File: src/rtl/tmr_pkg.sv
package tmr_pkg;
  localparam int CNT_W  = 16;
  localparam int BYTE_W = 8;
  localparam int ADDR_W = 3;
  localparam int DIV_W  = 7;

  typedef enum logic [1:0] {
    MODE_HALT = 2'd0,
    MODE_FREE = 2'd1,
    MODE_MOD  = 2'd2,
    MODE_UPDN = 2'd3
  } tmr_mode_e;

  localparam logic [ADDR_W-1:0] A_CNT_LO = 3'd0;
  localparam logic [ADDR_W-1:0] A_CNT_HI = 3'd1;
  localparam logic [ADDR_W-1:0] A_CTRL   = 3'd2;
  localparam logic [ADDR_W-1:0] A_CMP_LO = 3'd3;
  localparam logic [ADDR_W-1:0] A_CMP_HI = 3'd4;

  localparam int CTRL_FLAG_BIT = 4;
  localparam int CTRL_MASK_BIT = 5;

  // log2 of the division ratio for each divider code
  function automatic int unsigned div_shift(input logic [1:0] code);
    case (code)
      2'd0:    return 0;
      2'd1:    return 3;
      2'd2:    return 5;
      default: return 7;
    endcase
  endfunction
endpackage

File: src/rtl/tmr_prescale.sv
module tmr_prescale
  import tmr_pkg::*;
#(
  parameter int PW = DIV_W
) (
  input  logic       clk,
  input  logic       rst,
  input  logic       tick_in,
  input  logic [1:0] div_code,
  input  logic       restart,
  output logic       step
);
  logic [PW-1:0] cnt_q;
  logic [PW-1:0] lim;

  always_comb begin
    lim  = PW'((32'd1 << div_shift(div_code)) - 32'd1);
    step = tick_in && (cnt_q >= lim);
  end

  always_ff @(posedge clk) begin
    if (rst || restart) begin
      cnt_q <= '0;
    end else if (tick_in) begin
      if (cnt_q >= lim) cnt_q <= '0;
      else              cnt_q <= cnt_q + 1'b1;
    end
  end
endmodule

File: src/rtl/tmr_core.sv
module tmr_core
  import tmr_pkg::*;
#(
  parameter int W = CNT_W
) (
  input  logic          clk,
  input  logic          rst,
  input  logic          step,
  input  tmr_mode_e     mode,
  input  logic [W-1:0]  cmp,
  input  logic          clr,
  input  logic          flag_clr,
  output logic [W-1:0]  cnt,
  output logic          flag
);
  logic [W-1:0] cnt_q, nxt;
  logic         down_q, down_n;
  logic         hit;
  logic         flag_q;

  always_comb begin
    nxt    = cnt_q;
    down_n = down_q;
    hit    = 1'b0;
    if (mode != MODE_UPDN) down_n = 1'b0;
    if (step) begin
      case (mode)
        MODE_FREE: begin
          nxt = cnt_q + 1'b1;
          hit = &nxt;
        end
        MODE_MOD: begin
          nxt = (cnt_q >= cmp) ? '0 : cnt_q + 1'b1;
          hit = (nxt == cmp);
        end
        MODE_UPDN: begin
          if (!down_q) begin
            if (cnt_q >= cmp) begin
              if (cnt_q != '0) begin
                nxt    = cnt_q - 1'b1;
                down_n = 1'b1;
                hit    = (nxt == '0);
              end
            end else begin
              nxt = cnt_q + 1'b1;
            end
          end else if (cnt_q == '0) begin
            nxt    = cnt_q + 1'b1;
            down_n = 1'b0;
          end else begin
            nxt = cnt_q - 1'b1;
            hit = (nxt == '0);
          end
          if (nxt == '0) down_n = 1'b0;
        end
        default: nxt = cnt_q;
      endcase
    end
  end

  always_ff @(posedge clk) begin
    if (rst || clr) begin
      cnt_q  <= '0;
      down_q <= 1'b0;
    end else begin
      cnt_q  <= nxt;
      down_q <= down_n;
    end
  end

  always_ff @(posedge clk) begin
    if (rst)                 flag_q <= 1'b0;
    else if (hit && !clr)    flag_q <= 1'b1;
    else if (flag_clr)       flag_q <= 1'b0;
  end

  assign cnt  = cnt_q;
  assign flag = flag_q;
endmodule

File: src/rtl/tmr_regs.sv
module tmr_regs
  import tmr_pkg::*;
(
  input  logic              clk,
  input  logic              rst,
  input  logic              we,
  input  logic              re,
  input  logic [ADDR_W-1:0] addr,
  input  logic [BYTE_W-1:0] wdata,
  input  logic [CNT_W-1:0]  cnt,
  input  logic              flag,
  output logic [BYTE_W-1:0] rdata,
  output tmr_mode_e         mode,
  output logic [1:0]        div_code,
  output logic              mask,
  output logic [CNT_W-1:0]  cmp,
  output logic              cnt_clr,
  output logic              flag_clr,
  output logic              div_restart
);
  logic              ctrl_wr;
  logic [BYTE_W-1:0] hi_buf;

  always_comb begin
    ctrl_wr     = we && (addr == A_CTRL);
    cnt_clr     = we && (addr == A_CNT_LO);
    flag_clr    = ctrl_wr && !wdata[CTRL_FLAG_BIT];
    div_restart = ctrl_wr || cnt_clr;
  end

  always_ff @(posedge clk) begin
    if (rst) begin
      mode     <= MODE_HALT;
      div_code <= 2'd0;
      mask     <= 1'b0;
      cmp      <= '0;
    end else if (we) begin
      case (addr)
        A_CTRL: begin
          mode     <= tmr_mode_e'(wdata[1:0]);
          div_code <= wdata[3:2];
          mask     <= wdata[CTRL_MASK_BIT];
        end
        A_CMP_LO: cmp[BYTE_W-1:0]     <= wdata;
        A_CMP_HI: cmp[CNT_W-1:BYTE_W] <= wdata;
        default: ;
      endcase
    end
  end

  always_ff @(posedge clk) begin
    if (rst) begin
      rdata  <= '0;
      hi_buf <= '0;
    end else if (re) begin
      case (addr)
        A_CNT_LO: begin
          rdata  <= cnt[BYTE_W-1:0];
          hi_buf <= cnt[CNT_W-1:BYTE_W];
        end
        A_CNT_HI: rdata <= hi_buf;
        A_CTRL:   rdata <= {2'b00, mask, flag, div_code, mode};
        A_CMP_LO: rdata <= cmp[BYTE_W-1:0];
        A_CMP_HI: rdata <= cmp[CNT_W-1:BYTE_W];
        default:  rdata <= '0;
      endcase
    end
  end
endmodule

File: src/rtl/tick_timer16.sv
module tick_timer16
  import tmr_pkg::*;
(
  input  logic              clk,
  input  logic              rst,
  input  logic              tick_in,
  input  logic              bus_we,
  input  logic              bus_re,
  input  logic [ADDR_W-1:0] bus_addr,
  input  logic [BYTE_W-1:0] bus_wdata,
  output logic [BYTE_W-1:0] bus_rdata,
  output logic              irq
);
  tmr_mode_e        mode_w;
  logic [1:0]       div_w;
  logic             mask_w;
  logic [CNT_W-1:0] cmp_w;
  logic [CNT_W-1:0] cnt_w;
  logic             flag_w;
  logic             step_w;
  logic             clr_w, fclr_w, restart_w;

  tmr_regs u_regs (
    .clk(clk), .rst(rst), .we(bus_we), .re(bus_re), .addr(bus_addr),
    .wdata(bus_wdata), .cnt(cnt_w), .flag(flag_w), .rdata(bus_rdata),
    .mode(mode_w), .div_code(div_w), .mask(mask_w), .cmp(cmp_w),
    .cnt_clr(clr_w), .flag_clr(fclr_w), .div_restart(restart_w)
  );

  tmr_prescale #(.PW(DIV_W)) u_pre (
    .clk(clk), .rst(rst), .tick_in(tick_in), .div_code(div_w),
    .restart(restart_w), .step(step_w)
  );

  tmr_core #(.W(CNT_W)) u_core (
    .clk(clk), .rst(rst), .step(step_w), .mode(mode_w), .cmp(cmp_w),
    .clr(clr_w), .flag_clr(fclr_w), .cnt(cnt_w), .flag(flag_w)
  );

  assign irq = flag_w && mask_w;
endmodule

File: config.mk
export PLATFORM = sky130hd
export DESIGN_NAME = tick_timer16
export DESIGN_NICKNAME = d
export VERILOG_FILES = /design/src/rtl/tmr_pkg.sv /design/src/rtl/tmr_prescale.sv /design/src/rtl/tmr_core.sv /design/src/rtl/tmr_regs.sv /design/src/rtl/tick_timer16.sv
export SDC_FILE = /design/constraint.sdc
export NUM_CORES = 1
export LEC_CHECK = 0
export BUFFER_PORTS_ARGS = -buffer_cell sky130_fd_sc_hd__buf_2
export CORE_MARGIN = 2
export CORE_UTILIZATION = 35
export DETAILED_ROUTE_END_ITERATION = 8
export GPL_ROUTABILITY_DRIVEN = 0
export GPL_TIMING_DRIVEN = 0
export SLEW_MARGIN = 20
export SYNTH_ARGS = -nofsm -noshare
export SYNTH_HDL_FRONTEND = slang
export SYNTH_SLANG_ARGS = --single-unit
File: constraint.sdc
create_clock -name clk -period 5.6 [get_ports clk]
set_input_delay 0.84 -clock clk [delete_from_list [all_inputs] [get_ports clk]]
set_output_delay 0.84 -clock clk [all_outputs]
set_load 0.005 [all_outputs]
==> results.sh, run 1 <==
export IMPL_cts_tree="yes"
export IMPL_cp_required_ns=5.84
export IMPL_arrival_ns=4.52
export IMPL_avgViaCountPerCell=5.888
export IMPL_portBuffers=23
export IMPL_drc=0
export IMPL_dp_hpwl_um=12770
export IMPL_ant_nets=0
export IMPL_hold_ws_ns=0.4567
export IMPL_cts_resized=0
export IMPL_dr_pass1_iters=5
export IMPL_slew_viol_final=0
export IMPL_min_path_type="reg -> reg"
export IMPL_cpPeakStageDelay_ns=0.78
export IMPL_power_switching_uw=457.6
export IMPL_max_cap_violations=0
export IMPL_critPathKind="reg -> reg"
export IMPL_comb_power_share_pct=23.5
export IMPL_syn_avg_cell_area_um2=7.235
export IMPL_crit_slowest_cell="a311oi_1"
export IMPL_irDropWorstVdd_v=0.0001637
export IMPL_dieArea_um2=15320
export IMPL_ys_warn_count=0
export IMPL_path_clk_slew_ns=0.06
export IMPL_area_growth_pct=13.01
export IMPL_crit_path_end_kind="flip-flop"
export IMPL_clockPowerShare_pct=43.2
export IMPL_wl_per_cell_um=18.70
export IMPL_grt_pass1_wl_um=27080
export IMPL_reg2reg_slack_ns=1.31
export IMPL_hold_violations=0
export IMPL_ys_seq_elements=62
export IMPL_final_nets=772
export IMPL_hp_start="u_regs.hi_buf[7]"
export IMPL_crit_chain="clkbuf_1 -> inv_1 -> ha_1 -> and3_1 -> o21ai_0 -> a311oi_1 -> or3_1 -> clkbuf_1 -> buf_2 -> nor2_1 -> o21ai_0 -> o21ai_0 -> o31a_1"
export IMPL_setup_viol=0
export IMPL_cts_hold_buf=0
export IMPL_seq_area_frac_synth_pct=24.72
export IMPL_clk_latency_ns=0.35
export IMPL_status="complete, no violations"
export IMPL_ios=25
export IMPL_grt_max_degree=14
export IMPL_clockRootBuffer="clkbuf_16"
export IMPL_grt_pass1_vias=4980
export IMPL_vias=5376
export IMPL_rsz0062_at_grt="false"
export IMPL_synth_cell_types=63
export IMPL_synthCells=694
export IMPL_synth_main_ff_cell="dfxtp_1"
export IMPL_slew_limit_headroom_pct=30.11
export IMPL_critPathMaxFanout=10
export IMPL_max_freq_ghz=0.2333
export IMPL_diodes=0
export IMPL_path_common_cell="o21ai_0"
export IMPL_start_util_pct=36.03
export IMPL_finClkSkew_ns=0.007906
export IMPL_p_seq_share_pct=33.3
export IMPL_die_y_um=123.8
export IMPL_powerDensity_nw_per_um2=241.1
export IMPL_post_cts_setup_buffers=0
export IMPL_first_iter_violations=531
export IMPL_regToRegEndpoint="u_core.down_q"
export IMPL_wirelength_um=17070
export IMPL_p_leak_uw=0.001955
export IMPL_switching_share_pct=33.45
export IMPL_fin_crit_ns=4.287
export IMPL_gr_total_overflow=0
export IMPL_period_share_pct=76.56
export IMPL_worst_hold_path_endpoint="u_regs.hi_buf[7]"
export IMPL_cts_sinks=62
export IMPL_tightest_slew_ns=1.037
export IMPL_r2r_cells=13
export IMPL_synthesis_area_um2=5021
export IMPL_antenna_found_initial=0
export IMPL_htreeDepth=3
export IMPL_clockBufferDepth=2
export IMPL_std_cell_rows=43
export IMPL_start_kind="flip-flop"
export IMPL_synth_nets=738
export IMPL_cts_buffers=9
export IMPL_drive_above_1_share_pct=9.550
export IMPL_grt_use_total_pct=23.18
export IMPL_p_int_uw=910.5
export IMPL_async_flop_share_pct=0
export IMPL_die_width_um=123.8
export IMPL_r2r_start="u_core.cnt[0]"
export IMPL_synth_edf_count=0
export IMPL_core_area_um2=13930
export IMPL_tns_ns=0
export IMPL_whs_path_depth=2
placed cells by master (no fill, tap or decap), drive strengths merged, types with 7 or more instances in the layout:
| master | netlist | final |
|---|---|---|
| a31oi | 7 | 7 |
| o21ai | 36 | 36 |
| a211oi | 9 | 9 |
| clkbuf | 44 | 53 |
| or3 | 10 | 10 |
| nor3 | 24 | 24 |
| nand2 | 89 | 89 |
| o22ai | 8 | 8 |
| a21oi | 60 | 60 |
| nand4 | 14 | 14 |
| o21a | 9 | 9 |
| inv | 29 | 32 |
| nor2 | 62 | 62 |
| nor2b | 10 | 10 |
| ha | 28 | 28 |
| mux2i | 9 | 9 |
| nand3 | 22 | 22 |
| xnor2 | 26 | 26 |
| nor4 | 15 | 15 |
| a22oi | 13 | 13 |
| nand2b | 7 | 7 |
| dfxtp | 62 | 62 |
| buf | 13 | 36 |
| xor2 | 8 | 8 |
metal layers:
layer	GRT usage [%]	up-vias	share of wire, %
met4	7.457	0	3.1
met2	35.61	237	44
li1	-	2582	-
met1	32.42	2505	45
met5	0	-	0
met3	4.670	52	8.0
critical path: cells and delay by family (launching register included):
family | cells | cell delay, ns
AO/OA/AOI/OAI | 5 | 1.45
buffers and inverters | 4 | 1.43
flip-flops | 1 | 0.52
AND/OR/NAND/NOR | 3 | 0.43
adder cells (fa/ha/maj) | 1 | 0.35
cells by family (layout without fill, tap and decap cells):
kind of cell	count (synthesis)	after routing	share of synthesized area, %
AO/OA/AOI/OAI	192	192	25.39
multiplexers	15	15	3.140
XOR/XNOR	34	34	5.931
buffers and inverters	86	125	7.127
adder cells (fa/ha/maj)	28	28	6.977
flip-flops	62	62	24.72
AND/OR/NAND/NOR	277	277	26.71
sequential cells by signal, indices dropped and copies added, names as in the netlist:
name             count
u_core.cnt          16
u_regs.cmp          16
u_regs.hi_buf        8
u_regs.rdata         8
u_pre.cnt_q          7
u_regs.div_code      2
u_regs.mode          2
u_core.down_q        1
u_core.flag          1
u_regs.mask          1
power by group through the flow:
stage                     combinational [uW]  clock [uW]  sequential, uW
after floorplan                          228           0             463
after global placement                   311           0             466
after detailed placement                 310           0             466
after CTS                                312         590             456
after global routing                     347         614             457
final                                    322         590             456
Yosys cell counts (6+ instances only):
| master | count | area share, % |
|---|---|---|
| nand2_1 | 89 | 6.7 |
| dfxtp_1 | 62 | 25 |
| nor2_1 | 62 | 4.6 |
| a21oi_1 | 60 | 6.0 |
| clkbuf_1 | 44 | 3.3 |
| o21ai_0 | 35 | 3.5 |
| inv_1 | 29 | 2.2 |
| ha_1 | 28 | 7.0 |
| xnor2_1 | 26 | 4.5 |
| nor3_1 | 24 | 2.4 |
| nand3_1 | 22 | 2.2 |
| nand4_1 | 14 | 1.7 |
| nor4_1 | 14 | 1.7 |
| a22oi_1 | 13 | 1.9 |
| nor2b_1 | 10 | 1.2 |
| or3_1 | 10 | 1.2 |
| a211oi_1 | 9 | 1.3 |
| mux2i_1 | 9 | 1.8 |
| o21a_1 | 9 | 1.3 |
| o22ai_1 | 8 | 1.0 |
| xor2_1 | 8 | 1.4 |
| nand2b_1 | 7 | 0.87 |
| a31oi_1 | 6 | 0.75 |
| mux2_2 | 6 | 1.3 |
| or2_2 | 6 | 0.75 |
layout make-up:
cell class | count | area (um^2)
fill | 1456 | 8260
multi-input combinational | 546 | 3428
sequential | 62 | 1241
buffer | 57 | 249.0
clock buffer | 9 | 225.2
tap | 180 | 225.2
timing repair buffer | 23 | 115.1
inverter | 29 | 108.9
clock inverter | 7 | 81.33
how the worst max path moves through the flow:
stage	from	end	cells past startpoint
2_1_floorplan	u_core.cnt[0]	u_core.down_q	12
3_3_place_gp	u_core.cnt[0]	u_core.cnt[14]	13
5_1_grt	u_core.cnt[0]	u_core.cnt[8]	13
3_5_place_dp	u_core.cnt[0]	u_core.down_q	13
6_report	u_core.cnt[0]	u_core.down_q	13
4_1_cts	u_core.cnt[0]	u_core.down_q	13
stage by stage:
step	worst slack, ns	instance area, um^2	total power (uW)	instances	utilization (%)
2_1_floorplan	2.459	5021	690.8	694	-
3_3_place_gp	1.417	5361	777.1	897	38.48
3_5_place_dp	1.497	5368	776.3	897	38.52
4_1_cts	1.468	5674	1358	913	40.72
5_1_grt	0.9696	5674	1417	913	40.72
6_report	1.313	5674	1368	913	40.72
Note: power is estimated with default switching activity, not from simulation.
==> run 2, diff against run 1 <==
--- a/config.mk
+++ b/config.mk
@@ -5,6 +5,7 @@
 export SDC_FILE = /design/constraint.sdc
 export NUM_CORES = 1
 export LEC_CHECK = 0
+export ABC_AREA = 1
 export BUFFER_PORTS_ARGS = -buffer_cell sky130_fd_sc_hd__buf_2
 export CORE_MARGIN = 2
 export CORE_UTILIZATION = 35
==> constraint.sdc (replaced) <==
create_clock -name clk -period 4.4 [get_ports clk]
set_input_delay 0.66 -clock clk [delete_from_list [all_inputs] [get_ports clk]]
set_output_delay 0.66 -clock clk [all_outputs]
set_load 0.005 [all_outputs]
==> run 2 against run 1 <==
Compared with the run above: sequential power grew 31%; first-iteration DRC count grew 9.4%; worst hold slack gained 0.0099 ns; final cell count grew 10%; clock power grew 30%; synthesized cell count grew 13%; clock skew shrank 0.00074 ns; worst setup slack gained 0.22 ns; largest power group unchanged.
==> results.sh, run 2 <==
export IMPL_wirelength_um=16800
export IMPL_grt_pass1_wl_um=26590
export IMPL_layout_common_cells="nand2_1, inv_1, a21oi_1, nor2_1, dfxtp_1"
export IMPL_diodes=0
export IMPL_synth_nets=831
export IMPL_dr_pass1_iters=7
export IMPL_min_path_type="reg -> reg"
export IMPL_cts_sinks=62
export IMPL_syn_avg_cell_area_um2=6.291
export IMPL_r2r_cells=17
export IMPL_area_growth_pct=13.09
export IMPL_clk_latency_ns=0.33
export IMPL_vias=5390
export IMPL_reg2reg_slack_ns=1.54
export IMPL_worst_hold_path_endpoint="u_regs.rdata[7]"
export IMPL_arrival_ns=3.08
export IMPL_crit_path_end_kind="flip-flop"
export IMPL_max_freq_ghz=0.3491
export IMPL_path_clk_slew_ns=0.06
export IMPL_drive_above_1_share_pct=10.19
export IMPL_critPathKind="reg -> reg"
export IMPL_status="complete, no violations"
export IMPL_die_width_um=122.9
export IMPL_fin_crit_ns=2.865
export IMPL_period_share_pct=65.11
export IMPL_avgViaCountPerCell=5.369
export IMPL_netlist_area_leader_share_pct=25.07
export IMPL_hold_violations=0
export IMPL_irDropWorstVdd_v=0.0001899
export IMPL_std_cell_rows=43
export IMPL_power_switching_uw=742.6
export IMPL_die_y_um=122.9
export IMPL_seq_area_frac_synth_pct=25.07
export IMPL_ant_nets=0
export IMPL_first_iter_violations=581
export IMPL_path_common_cell="nand2_1"
export IMPL_synth_edf_count=0
export IMPL_crit_chain="inv_1 -> ha_1 -> nand4_1 -> nor2_1 -> nor2_1 -> nand2_1 -> nand2_1 -> nand2_2 -> buf_2 -> o21bai_1 -> nand2_1 -> nor2_1 -> nand2_1 -> nor2_1 -> nand3_1 -> nand2_1 -> a21oi_1"
export IMPL_dp_hpwl_um=13230
export IMPL_antenna_found_initial=0
export IMPL_cts_hold_buf=0
export IMPL_tightest_slew_ns=0.7312
export IMPL_core_area_um2=13830
export IMPL_ys_seq_elements=62
export IMPL_ios=25
export IMPL_crit_slowest_cell="dfxtp_1"
export IMPL_post_cts_setup_buffers=0
export IMPL_finClkSkew_ns=0.007169
export IMPL_switching_share_pct=36.53
export IMPL_p_seq_share_pct=29.3
export IMPL_cp_required_ns=4.62
export IMPL_clockPowerShare_pct=37.7
export IMPL_hp_start="u_regs.rdata[7]"
export IMPL_startpoint="u_core.cnt[0]"
export IMPL_grt_pass1_vias=4870
export IMPL_synthesis_area_um2=4951
export IMPL_grt_use_total_pct=23.21
export IMPL_p_int_uw=1290
export IMPL_stdcell_count=1004
export IMPL_max_cap_violations=0
export IMPL_setup_viol=0
export IMPL_async_flop_share_pct=0
export IMPL_tns_ns=0
export IMPL_synth_main_ff_cell="dfxtp_1"
export IMPL_cts_tree="yes"
export IMPL_comb_power_share_pct=33.0
export IMPL_start_util_pct=35.81
export IMPL_cts_resized=0
export IMPL_r2r_start="u_core.cnt[0]"
export IMPL_grt_max_degree=12
export IMPL_slew_viol_final=0
export IMPL_dp_cells=989
export IMPL_critPathMaxFanout=10
export IMPL_p_leak_uw=0.002510
export IMPL_drc=0
export IMPL_synth_most_common_cell="nand2_1"
export IMPL_clockBufferDepth=2
export IMPL_cpPeakStageDelay_ns=0.49
export IMPL_rsz0062_at_grt="false"
export IMPL_ys_warn_count=0
export IMPL_start_kind="flip-flop"
export IMPL_cts_buffers=9
export IMPL_gr_total_overflow=0
export IMPL_powerDensity_nw_per_um2=363.1
export IMPL_synth_commonest_cells="nand2_1, inv_1, a21oi_1"
export IMPL_wl_per_cell_um=16.73
export IMPL_htreeDepth=3
export IMPL_portBuffers=22
export IMPL_final_nets=864
export IMPL_yosys_top_cells_area="dfxtp_1, nand2_1, a21oi_1, ha_1, inv_1"
export IMPL_synth_cell_types=45
export IMPL_clockRootBuffer="clkbuf_16"
export IMPL_synthCells=787
export IMPL_regToRegEndpoint="u_core.down_q"
export IMPL_final_common_cell="nand2_1"
export IMPL_synth_top_area_cell="dfxtp_1"
export IMPL_slew_limit_headroom_pct=50.88
export IMPL_dieArea_um2=15110
export IMPL_whs_path_depth=2
-- run 2: cell count changes after synthesis, sizes merged, moves of 10 or more --
| cell | before | now |
|---|---|---|
| nand2 | 89 | 213 |
| nor2 | 62 | 81 |
| or3 | 10 | 0 |
| a21oi | 60 | 72 |
| nor2b | 10 | 0 |
| clkbuf | 44 | 13 |
| inv | 29 | 89 |
| o21ai | 36 | 64 |
| nand3 | 22 | 55 |
| nor4 | 15 | 1 |
| nor3 | 24 | 12 |
| xnor2 | 26 | 3 |
-- run 2: stage by stage --
stage	cell area, um^2	power, uW	utilization [%]	setup WS, ns	hold slack (ns)
floorplan	4951	1096	-	2.233	0.4297
global placement	5286	1262	38.23	1.588	0.4534
detailed placement	5286	1260	38.23	1.632	0.4573
CTS	5599	2023	40.49	1.613	0.4670
global route	5599	2142	40.49	1.256	0.4817
finish	5599	2033	40.49	1.535	0.4666
-- run 2: worst max-delay path by stage --
stage	endpoint	slack [ns]
3_5_place_dp	u_core.down_q	1.63
6_report	u_core.down_q	1.54
3_3_place_gp	u_core.down_q	1.59
2_1_floorplan	u_core.down_q	2.23
5_1_grt	u_core.down_q	1.26
4_1_cts	u_core.down_q	1.61
-- run 2: metal layers --
metal  vias to the layer above  routed length [um]  GRT usage (%)
li1                       2686                   -              -
met1                      2397                7663          33.31
met2                       255                7177          34.74
met3                        52                1424          3.967
met4                         0                 530          8.405
met5                         -                   0              0
-- run 2: layout make-up --
cell class              instances  area (um^2)
fillers                      1509         8228
inverters                      90        337.8
repair buffers                 22        110.1
clock buffers                   9        225.2
well taps                     180        225.2
multi-input cells             606         3183
clock inverters                 6        87.58
flip-flops and latches         62         1241
plain buffers                  29        188.9
-- run 2: kinds of logic after synthesis --
family	count (synthesis)	share of synthesized area (%)
buffers and inverters	119	10.64
multiplexers	1	0.2022
AO/OA/AOI/OAI	169	18.88
XOR/XNOR	18	3.336
flip-flops	62	25.07
AND/OR/NAND/NOR	390	34.80
adder cells (fa/ha/maj)	28	7.076
-- run 2: power by group through the flow --
| stage | Combinational [uW] | Clock (uW) | Sequential (uW) |
|---|---|---|---|
| global placement | 654 | 0 | 607 |
| global route | 752 | 792 | 597 |
| floorplan | 496 | 0 | 599 |
| detailed placement | 653 | 0 | 608 |
| finish | 670 | 767 | 596 |
| CTS | 656 | 772 | 595 |
-- run 2: critical path, delay by kind of cell (launching register included) --
family                   cells  cell delay, ns
adder cells (fa/ha/maj)      1            0.35
flip-flops                   1            0.49
AO/OA/AOI/OAI                2            0.24
AND/OR/NAND/NOR             12            1.13
buffers and inverters        2            0.52
